[config.mk]
export PLATFORM = sky130hd
export DESIGN_NAME = flash_irq_status
export DESIGN_NICKNAME = d
export VERILOG_FILES = /design/src/rtl/flash_irq_pkg.sv /design/src/rtl/irq_event_latch.sv /design/src/rtl/irq_live_status.sv /design/src/rtl/irq_reg_port.sv /design/src/rtl/irq_line_fsm.sv /design/src/rtl/flash_irq_status.sv
export SDC_FILE = /design/constraint.sdc
export NUM_CORES = 1
export LEC_CHECK = 0
export BUFFER_PORTS_ARGS = -buffer_cell sky130_fd_sc_hd__buf_2
export CAP_MARGIN = 5
export CORE_MARGIN = 5
export CORE_UTILIZATION = 39
export DETAILED_ROUTE_END_ITERATION = 8
export PLACE_DENSITY = 0.73
export SYNTH_ARGS = -nofsm -noshare
export SYNTH_HDL_FRONTEND = slang
export SYNTH_SLANG_ARGS = --single-unit
[constraint.sdc]
create_clock -name clk -period 0.8 [get_ports clk]
set_input_delay 0.08 -clock clk [delete_from_list [all_inputs] [get_ports clk]]
set_output_delay 0.08 -clock clk [all_outputs]
set_load 0.005 [all_outputs]
[src/rtl/flash_irq_pkg.sv]
package flash_irq_pkg;

    localparam int EVT_N  = 6;
    localparam int DATA_W = 8;
    localparam int SEL_W  = 2;
    localparam int CNT_W  = 3;

    // Event bit positions, shared by flags and mask
    localparam int EV_WP_FAULT   = 0;
    localparam int EV_ECC_READY  = 1;
    localparam int EV_DEC_ERROR  = 2;
    localparam int EV_DEC_FAIL   = 3;
    localparam int EV_CTRL_READY = 4;
    localparam int EV_FLASH_RDY  = 5;

    typedef enum logic [SEL_W-1:0] {
        SEL_LATCH = 2'd0,
        SEL_MASK  = 2'd1,
        SEL_LIVE  = 2'd2,
        SEL_NONE  = 2'd3
    } reg_sel_e;

    typedef enum logic {
        IRQ_QUIET  = 1'b0,
        IRQ_RAISED = 1'b1
    } irq_state_e;

    typedef struct packed {
        logic       dec_fail;
        logic [1:0] err_cnt;
        logic       err_found;
        logic       ecc_rdy;
        logic       ctrl_rdy;
        logic       flash_rdy;
    } live_t;

endpackage

[src/rtl/irq_event_latch.sv]
module irq_event_latch #(
    parameter int N = 6
) (
    input  logic         clk,
    input  logic         rst_n,
    input  logic [N-1:0] evt_i,
    input  logic         clr_i,
    output logic [N-1:0] flags_o
);

    genvar g;
    generate
        for (g = 0; g < N; g++) begin : g_flag
            always_ff @(posedge clk or negedge rst_n) begin
                if (!rst_n)
                    flags_o[g] <= 1'b0;
                else if (evt_i[g])
                    flags_o[g] <= 1'b1;   // set wins over clear
                else if (clr_i)
                    flags_o[g] <= 1'b0;
            end
        end
    endgenerate

endmodule

[src/rtl/irq_live_status.sv]
module irq_live_status
    import flash_irq_pkg::*;
#(
    parameter int CW = CNT_W
) (
    input  logic          flash_rdy_i,
    input  logic          ctrl_rdy_i,
    input  logic          ecc_rdy_i,
    input  logic          err_found_i,
    input  logic [CW-1:0] err_count_i,
    input  logic          dec_fail_i,
    output live_t         live_o,
    output logic          dev_ready_o
);

    localparam logic [CW-1:0] CNT_MAX = CW'(4);

    logic [CW-1:0] cnt_sat;
    logic [CW-1:0] cnt_less;

    always_comb begin
        cnt_sat  = (err_count_i > CNT_MAX) ? CNT_MAX : err_count_i;
        cnt_less = (err_found_i && cnt_sat != '0) ? (cnt_sat - CW'(1)) : '0;

        live_o.flash_rdy = flash_rdy_i;
        live_o.ctrl_rdy  = ctrl_rdy_i;
        live_o.ecc_rdy   = ecc_rdy_i;
        live_o.err_found = err_found_i;
        live_o.err_cnt   = cnt_less[1:0];
        live_o.dec_fail  = dec_fail_i;

        dev_ready_o = flash_rdy_i & ctrl_rdy_i;
    end

endmodule

[src/rtl/irq_reg_port.sv]
module irq_reg_port
    import flash_irq_pkg::*;
#(
    parameter int N  = EVT_N,
    parameter int DW = DATA_W
) (
    input  logic             clk,
    input  logic             rst_n,
    input  logic [SEL_W-1:0] sel_i,
    input  logic             rd_i,
    input  logic             wr_i,
    input  logic [N-1:0]     wdata_i,
    input  logic [N-1:0]     flags_i,
    input  live_t            live_i,
    output logic [N-1:0]     mask_o,
    output logic             clr_o,
    output logic [DW-1:0]    rdata_o
);

    localparam int LW = $bits(live_t);

    reg_sel_e sel;
    assign sel = reg_sel_e'(sel_i);

    always_ff @(posedge clk or negedge rst_n) begin
        if (!rst_n)
            mask_o <= '0;
        else if (wr_i && sel == SEL_MASK)
            mask_o <= wdata_i;
    end

    assign clr_o = rd_i && (sel == SEL_LATCH);

    always_comb begin
        rdata_o = '0;
        unique case (sel)
            SEL_LATCH: rdata_o[N-1:0]  = flags_i;
            SEL_MASK:  rdata_o[N-1:0]  = mask_o;
            SEL_LIVE:  rdata_o[LW-1:0] = live_i;
            SEL_NONE:  rdata_o         = '0;
        endcase
    end

endmodule

[src/rtl/irq_line_fsm.sv]
module irq_line_fsm
    import flash_irq_pkg::*;
#(
    parameter int N = EVT_N
) (
    input  logic         clk,
    input  logic         rst_n,
    input  logic [N-1:0] flags_i,
    input  logic [N-1:0] mask_i,
    output logic         irq_o
);

    irq_state_e state_q, state_d;
    logic       pending;

    assign pending = |(flags_i & mask_i);

    always_ff @(posedge clk or negedge rst_n) begin
        if (!rst_n)
            state_q <= IRQ_QUIET;
        else
            state_q <= state_d;
    end

    always_comb begin
        state_d = state_q;
        unique case (state_q)
            IRQ_QUIET:  if (pending)  state_d = IRQ_RAISED;  // raise
            IRQ_RAISED: if (!pending) state_d = IRQ_QUIET;   // drop
        endcase
    end

    always_comb begin
        irq_o = (state_q == IRQ_RAISED);
    end

endmodule

[src/rtl/flash_irq_status.sv]
module flash_irq_status
    import flash_irq_pkg::*;
(
    input  logic              clk,
    input  logic              rst_n,
    input  logic [EVT_N-1:0]  evt_pulse,
    input  logic              flash_rdy,
    input  logic              ctrl_rdy,
    input  logic              ecc_rdy,
    input  logic              err_found,
    input  logic [CNT_W-1:0]  err_count,
    input  logic              dec_fail,
    input  logic [SEL_W-1:0]  reg_sel,
    input  logic              reg_rd,
    input  logic              reg_wr,
    input  logic [EVT_N-1:0]  reg_wdata,
    output logic [DATA_W-1:0] reg_rdata,
    output logic              irq,
    output logic              dev_ready
);

    logic [EVT_N-1:0] lat_flags;
    logic [EVT_N-1:0] mask_q;
    logic             clr;
    live_t            live;

    irq_event_latch #(.N(EVT_N)) u_latch (
        .clk     (clk),
        .rst_n   (rst_n),
        .evt_i   (evt_pulse),
        .clr_i   (clr),
        .flags_o (lat_flags)
    );

    irq_live_status #(.CW(CNT_W)) u_live (
        .flash_rdy_i (flash_rdy),
        .ctrl_rdy_i  (ctrl_rdy),
        .ecc_rdy_i   (ecc_rdy),
        .err_found_i (err_found),
        .err_count_i (err_count),
        .dec_fail_i  (dec_fail),
        .live_o      (live),
        .dev_ready_o (dev_ready)
    );

    irq_reg_port #(.N(EVT_N), .DW(DATA_W)) u_port (
        .clk     (clk),
        .rst_n   (rst_n),
        .sel_i   (reg_sel),
        .rd_i    (reg_rd),
        .wr_i    (reg_wr),
        .wdata_i (reg_wdata),
        .flags_i (lat_flags),
        .live_i  (live),
        .mask_o  (mask_q),
        .clr_o   (clr),
        .rdata_o (reg_rdata)
    );

    irq_line_fsm #(.N(EVT_N)) u_fsm (
        .clk     (clk),
        .rst_n   (rst_n),
        .flags_i (lat_flags),
        .mask_i  (mask_q),
        .irq_o   (irq)
    );

endmodule

# Word-level counts from Yosys, hierarchy flattened
# Index checks and enable logic that the tools add are counted.
[totals]
romBits = 0
in_bits = 26
ram_bits = 0
ff_bits = 13
wordCells = 39
mem_count = 0
output_inout_bits = 10
latchBits = 0
[classes]
n_mux = 12
n_reduce_logical = 12
n_lt_le_gt_ge = 1
div_mod_pow = 0
eq_ne = 3
add_sub_neg = 1
multipliers = 0
bitwise_logic = 2
shifts = 0
[ops]
columns = ["cell", "count"]
rows = [
  ["case mux 6 bit (4 select lines)", 1],
  ["nonzero test 2 bit", 6],
  ["two-way mux 1 bit", 9],
  ["bitwise AND 6 bit", 1],
  ["OR reduction 6 bit", 1],
  ["== test 2 bit, second input constant", 2],
  ["> comparator 3 bit, second input constant", 1],
  ["logical AND 1 bit", 3],
  ["two-way mux 3 bit", 1],
  ["nonzero test 3 bit", 1],
  ["== test 2 x 1 -> 1 bit, second input constant", 1],
  ["zero test 2 bit", 1],
  ["two-way mux 2 bit", 1],
  ["subtractor 2 x 1 -> 2 bit, second input constant", 1],
  ["bitwise AND 1 bit", 1],
]

# Longest topological paths before layout
[logic_depth]
word_depth = 6
mapped_depth = 4
depth_no_buf = 4

# Cells and area by module
# A second synthesis with hierarchy kept.
[hier_totals]
hier_cells = 64
hier_area_um2 = 755.7
[by_module_without_submodules]
columns = ["mod", "seq_area_each_um2", "cells_each", "instances", "area_per_inst_um2"]
rows = [
  ["irq_reg_port", 150.1, 33, 1, 405.4],
  ["irq_event_latch", 150.1, 13, 1, 198.9],
  ["irq_live_status", 0.0, 13, 1, 98.8],
  ["irq_line_fsm", 25.0, 5, 1, 52.6],
]

# Worst setup path after synthesis
# Ideal clock, no wire load.
[synth_path]
kind = "input to register"
startpoint = "input port reg_sel[1]"
endpoint = "register u_latch.flags_o[0]"
cell_stages = 4
arrival_ns = 0.856
setup_ns = 0.118
slack_ns = -0.174
path_buffers = 2
required_time_ns = 0.682
cell_sequence = "buf_6 -> or3b_4 -> buf_6 -> a21o_1"
[synth_via]
elab_chain_len = 3
[synth_lines]
columns = ["item", "line", "source"]
rows = [
  ["start, declared", "flash_irq_status.sv:13", "input logic [SEL_W-1:0] reg_sel,"],
  ["zero test 2 bit", "irq_reg_port.sv:32", "assign clr_o = rd_i && (sel == SEL_LATCH);"],
  ["logical AND 1 bit", "irq_reg_port.sv:32", ""],
  ["nonzero test 2 bit (no source line)", "n/a", ""],
  ["end signal, assigned by index", "irq_event_latch.sv:16", "flags_o[g] <= 1'b0;"],
  ["end signal, assigned by index", "irq_event_latch.sv:18", "flags_o[g] <= 1'b1;"],
  ["end signal, assigned by index", "irq_event_latch.sv:20", "flags_o[g] <= 1'b0;"],
  ["end, declared", "irq_event_latch.sv:8", "output logic [N-1:0] flags_o"],
]
# No other way between the ends.
# A chain may end at the register's enable or synchronous reset.

# Worst setup path after layout
[layout_path]
startpoint = "register u_latch.flags_o[5]"
endpoint = "output port reg_rdata[5]"
[layout_via]
elab_chain_len = 1
[layout_lines]
columns = ["item", "line", "source"]
rows = [
  ["case mux 6 bit (4 select lines)", "irq_reg_port.sv:36", "unique case (sel)"],
  ["end, declared", "flash_irq_status.sv:17", "output logic [DATA_W-1:0] reg_rdata,"],
]
# No other way between the ends.

==> summary.md <==
| Metric | Value |
|---|---|
| Overall global routing resource usage | 15.66% |
| Placer's final routability congestion estimate | 0.6583 |
| Leading cell types by total area after synthesis | sky130_fd_sc_hd__dfrtp_1 46%, sky130_fd_sc_hd__mux2_2 9.6%, sky130_fd_sc_hd__mux2i_1 8.5% |
| CTS clk-pin slew, worst paths | 0.08 ns |
| Number of antenna violations at the first check in global routing | 0 |
| Worst clock skew on the final layout | 0.001542 ns |
| TritonCTS clock tree | yes |
| Post-Synthesis Net Count | 84 |
| Filler cells | 133 |
| Number of global-route vias before repair | 692 |
| Cell taking the most area after synthesis | sky130_fd_sc_hd__dfrtp_1 |
| Area growth from synthesis to final layout | 77.05% |
| DP HPWL | 1.300 mm |
| Pint | 1.362 mW |
| Tcrit/Tclk final | 147.1% |
| Switching portion of total power | 27.32% |
| Reg power frac | 42.3% |
| Category of the most critical setup path | reg -> out |
| Distinct cells, synth | 20 |
| Vias/cell | 4.879 |
| Fraction of the yosys area taken by sequential cells | 46.26% |
| Achievable Freq | 850.0 MHz |
| Boundary pin count | 36 |
| Peak fanout along the critical path | 2 |
| Total clock buffers created by CTS | 3 |
| Synth top area share | 46.26% |
| Class of the worst hold path | in -> reg |
| Mean instance size in the synthesized netlist | 12.34 sq um |
| Number of instances in the placed design | 118 |
| Final non-filler cell area | 1245 sq um |
| Drt first pass iters | 4 |
| Number of clock sinks | 13 |
| Drc violations | 0 |
| Vias after detailed routing | 688 |
| Maximum VDD drop | 1214 uV |
| Htree depth | 1 |
| Placeable core region | 1727 sq um |
| Leading cell type in the layout, fill and taps excluded | sky130_fd_sc_hd__buf_2 |
| Share of layout cells above drive strength 1 | 62.93% |
| Number of cells in the finished layout apart from fillers | 141 |
| Overall die area | 2752 sq um |
| Number of max-slew violations in the final report | 0 |
| Synth warn | 0 |
| Hold violation total from the final report | 0 |
| Antenna-violating nets left | 0 |
| WL per Instance | 14.40 microns |
| Launching element type of the critical path | register |
| Clk_lat worst skew | 0.28 ns |
| Effective utilization at floorplan | 40.72% |
| Max Cap Viol | 0 |
| Post-layout minimum cycle time | 1.177 ns |
| Number of synthesized flops with an enable pin | 0 |
| Clock root buffer | sky130_fd_sc_hd__clkbuf_4 |
| Most used cells in the layout excluding fill and tap cells | 31 x sky130_fd_sc_hd__buf_2, 15 x sky130_fd_sc_hd__buf_6, 13 x sky130_fd_sc_hd__dfrtp_1 |
| Static Leak | 0.6090 nW |
| Setup Viol. Count Final | 15 |
| Die span in y | 52.46 microns |
| Post-route setup TNS | -2.770 ns |
| Count of buffers inserted at the top-level ports | 34 |
| Final net count | 144 |
| Top flip-flop cell by instance count after synthesis | sky130_fd_sc_hd__dfrtp_1 |
| Violated checks | negative setup slack |
| Standard cell area after detailed placement | 950.9 sq um |
| Total power after layout | 1.875 mW |
| Wire length of the first global-routing pass | 3.105 mm |
| Smallest setup slack after layout | -0.3765 ns |
| CP endpoint kind | output port |
| Total routed wirelength | 2.031 mm |
| Horizontal extent of the die | 52.46 microns |
| Buffer depth of the longest clock path | 2 |
| Clock power frac | 22.1% |
| Gate power share | 35.7% |
| Remaining global-route overflow | 0 |
| Synthesized flop and latch total | 13 |
| RSZ-0062 raised after global routing | true |
| Number of cells produced by synthesis | 57 |
| Mapped Area | 703.2 sq um |
| Post-synthesis async set-or-reset flop share | 100.0% |
| ANT cells | 0 |
| Num rows | 15 |
| Worst hold margin | 0.02956 ns |
| Arrival time at the worst endpoint | 1.10 ns |
| Net switching power of the design | 0.5122 mW |
| Drt initial violations | 6 |
| Status | finished with violations |
| Maximum number of pins on one net before global-route repair | 14 |
| Required time at the endpoint of the critical path | 0.72 ns |
| Pwr/cell area | 1506 nW/um^2 |
==> power by group through the flow <==
| stage | logic, mW | registers [mW] | clock network, mW |
|---|---|---|---|
| 6_report | 0.668 | 0.792 | 0.414 |
| 5_1_grt | 0.726 | 0.804 | 0.446 |
| 4_1_cts | 0.590 | 0.778 | 0.420 |
| 3_5_place_dp | 0.390 | 0.806 | 0 |
| 3_3_place_gp | 0.378 | 0.803 | 0 |
| 2_1_floorplan | 0.242 | 0.788 | 0 |
==> sequential cells by signal, summed over array words and instances, names as in the netlist <==
name / count
u_port.mask_o: 6
u_latch.flags_o: 6
u_fsm.irq_o: 1
==> critical path: stages, from the launching register on <==
cell and delay, ns:
sky130_fd_sc_hd__dfrtp_1 0.41, sky130_fd_sc_hd__mux2i_1 0.18, sky130_fd_sc_hd__o32ai_2 0.09, sky130_fd_sc_hd__buf_2 0.13
==> routing by layer <==
metal / up-vias / part of all wire (%) / GRT usage, %
li1: 328 / - / -
met1: 324 / 39 / 18.72
met2: 29 / 51 / 26.65
met3: 7 / 6.8 / 2.849
met4: 0 / 2.8 / 7.660
met5: - / 0 / 0
==> final cells by class <==
cell class | instances | area (sq um) | area share, %
flip-flops and latches | 13 | 325.3 | 26.13
multi-input cells | 40 | 422.9 | 33.97
repair buffers | 59 | 439.2 | 35.28
well taps | 25 | 31.28 | 2.513
clock buffers | 4 | 26.28 | 2.111
==> cell usage after synthesis, types with 2 or more instances <==
cell                        number
sky130_fd_sc_hd__a22oi_1         3
sky130_fd_sc_hd__and2_1          2
sky130_fd_sc_hd__nand2b_1        2
sky130_fd_sc_hd__mux2_2          6
sky130_fd_sc_hd__nand3b_1        2
sky130_fd_sc_hd__a21o_1          6
sky130_fd_sc_hd__mux2i_1         6
sky130_fd_sc_hd__dfrtp_1        13
sky130_fd_sc_hd__buf_6           3
sky130_fd_sc_hd__o2bb2ai_1       3
sky130_fd_sc_hd__nor2b_1         2
==> what timing repair did <==
item,4_1_cts,5_1_grt
hold endpoints to repair,19,0
setup endpoints to repair,10,21
pin swaps,6,7
resized for setup,12,17
buffers inserted,12,3
hold buffers,7,0
==> per-stage QoR <==
| stage | utilization (%) | setup WS, ns |
|---|---|---|
| after floorplan | - | -0.1627 |
| after global placement | 55.07 | -0.2762 |
| final | 72.10 | -0.3765 |
| after global routing | 72.10 | -0.4362 |
| after CTS | 68.48 | -0.3848 |
| after detailed placement | 55.07 | -0.3137 |
==> cells by family (layout without fill, tap and decap cells) <==
logic type | after synthesis | in the layout | share of synthesized area (%)
other cells | 1 | 1 | 0.5333
buf+inv | 4 | 63 | 5.872
compound gates | 16 | 16 | 17.62
simple gates | 10 | 10 | 9.784
fa+ha+maj | 1 | 1 | 1.779
mux | 12 | 12 | 18.15
flops | 13 | 13 | 46.26
==> path summary, 6_finish.rpt <==
check	start	endpoint	slack, ns	depth (start not counted)
hold reg to reg	u_latch.flags_o[3]	u_latch.flags_o[3]	0.60	2
hold / removal	reg_wdata[3]	u_port.mask_o[3]	0.03	2
max in group asynchronous	rst_n	u_port.mask_o[0]	0.37	2
setup / recovery	u_latch.flags_o[5]	reg_rdata[5]	-0.38	3
min in group asynchronous	rst_n	u_latch.flags_o[2]	0.20	2
setup reg to reg	u_port.mask_o[3]	u_fsm.irq_o	-0.17	3
Power figures use the tool's default switching activity.
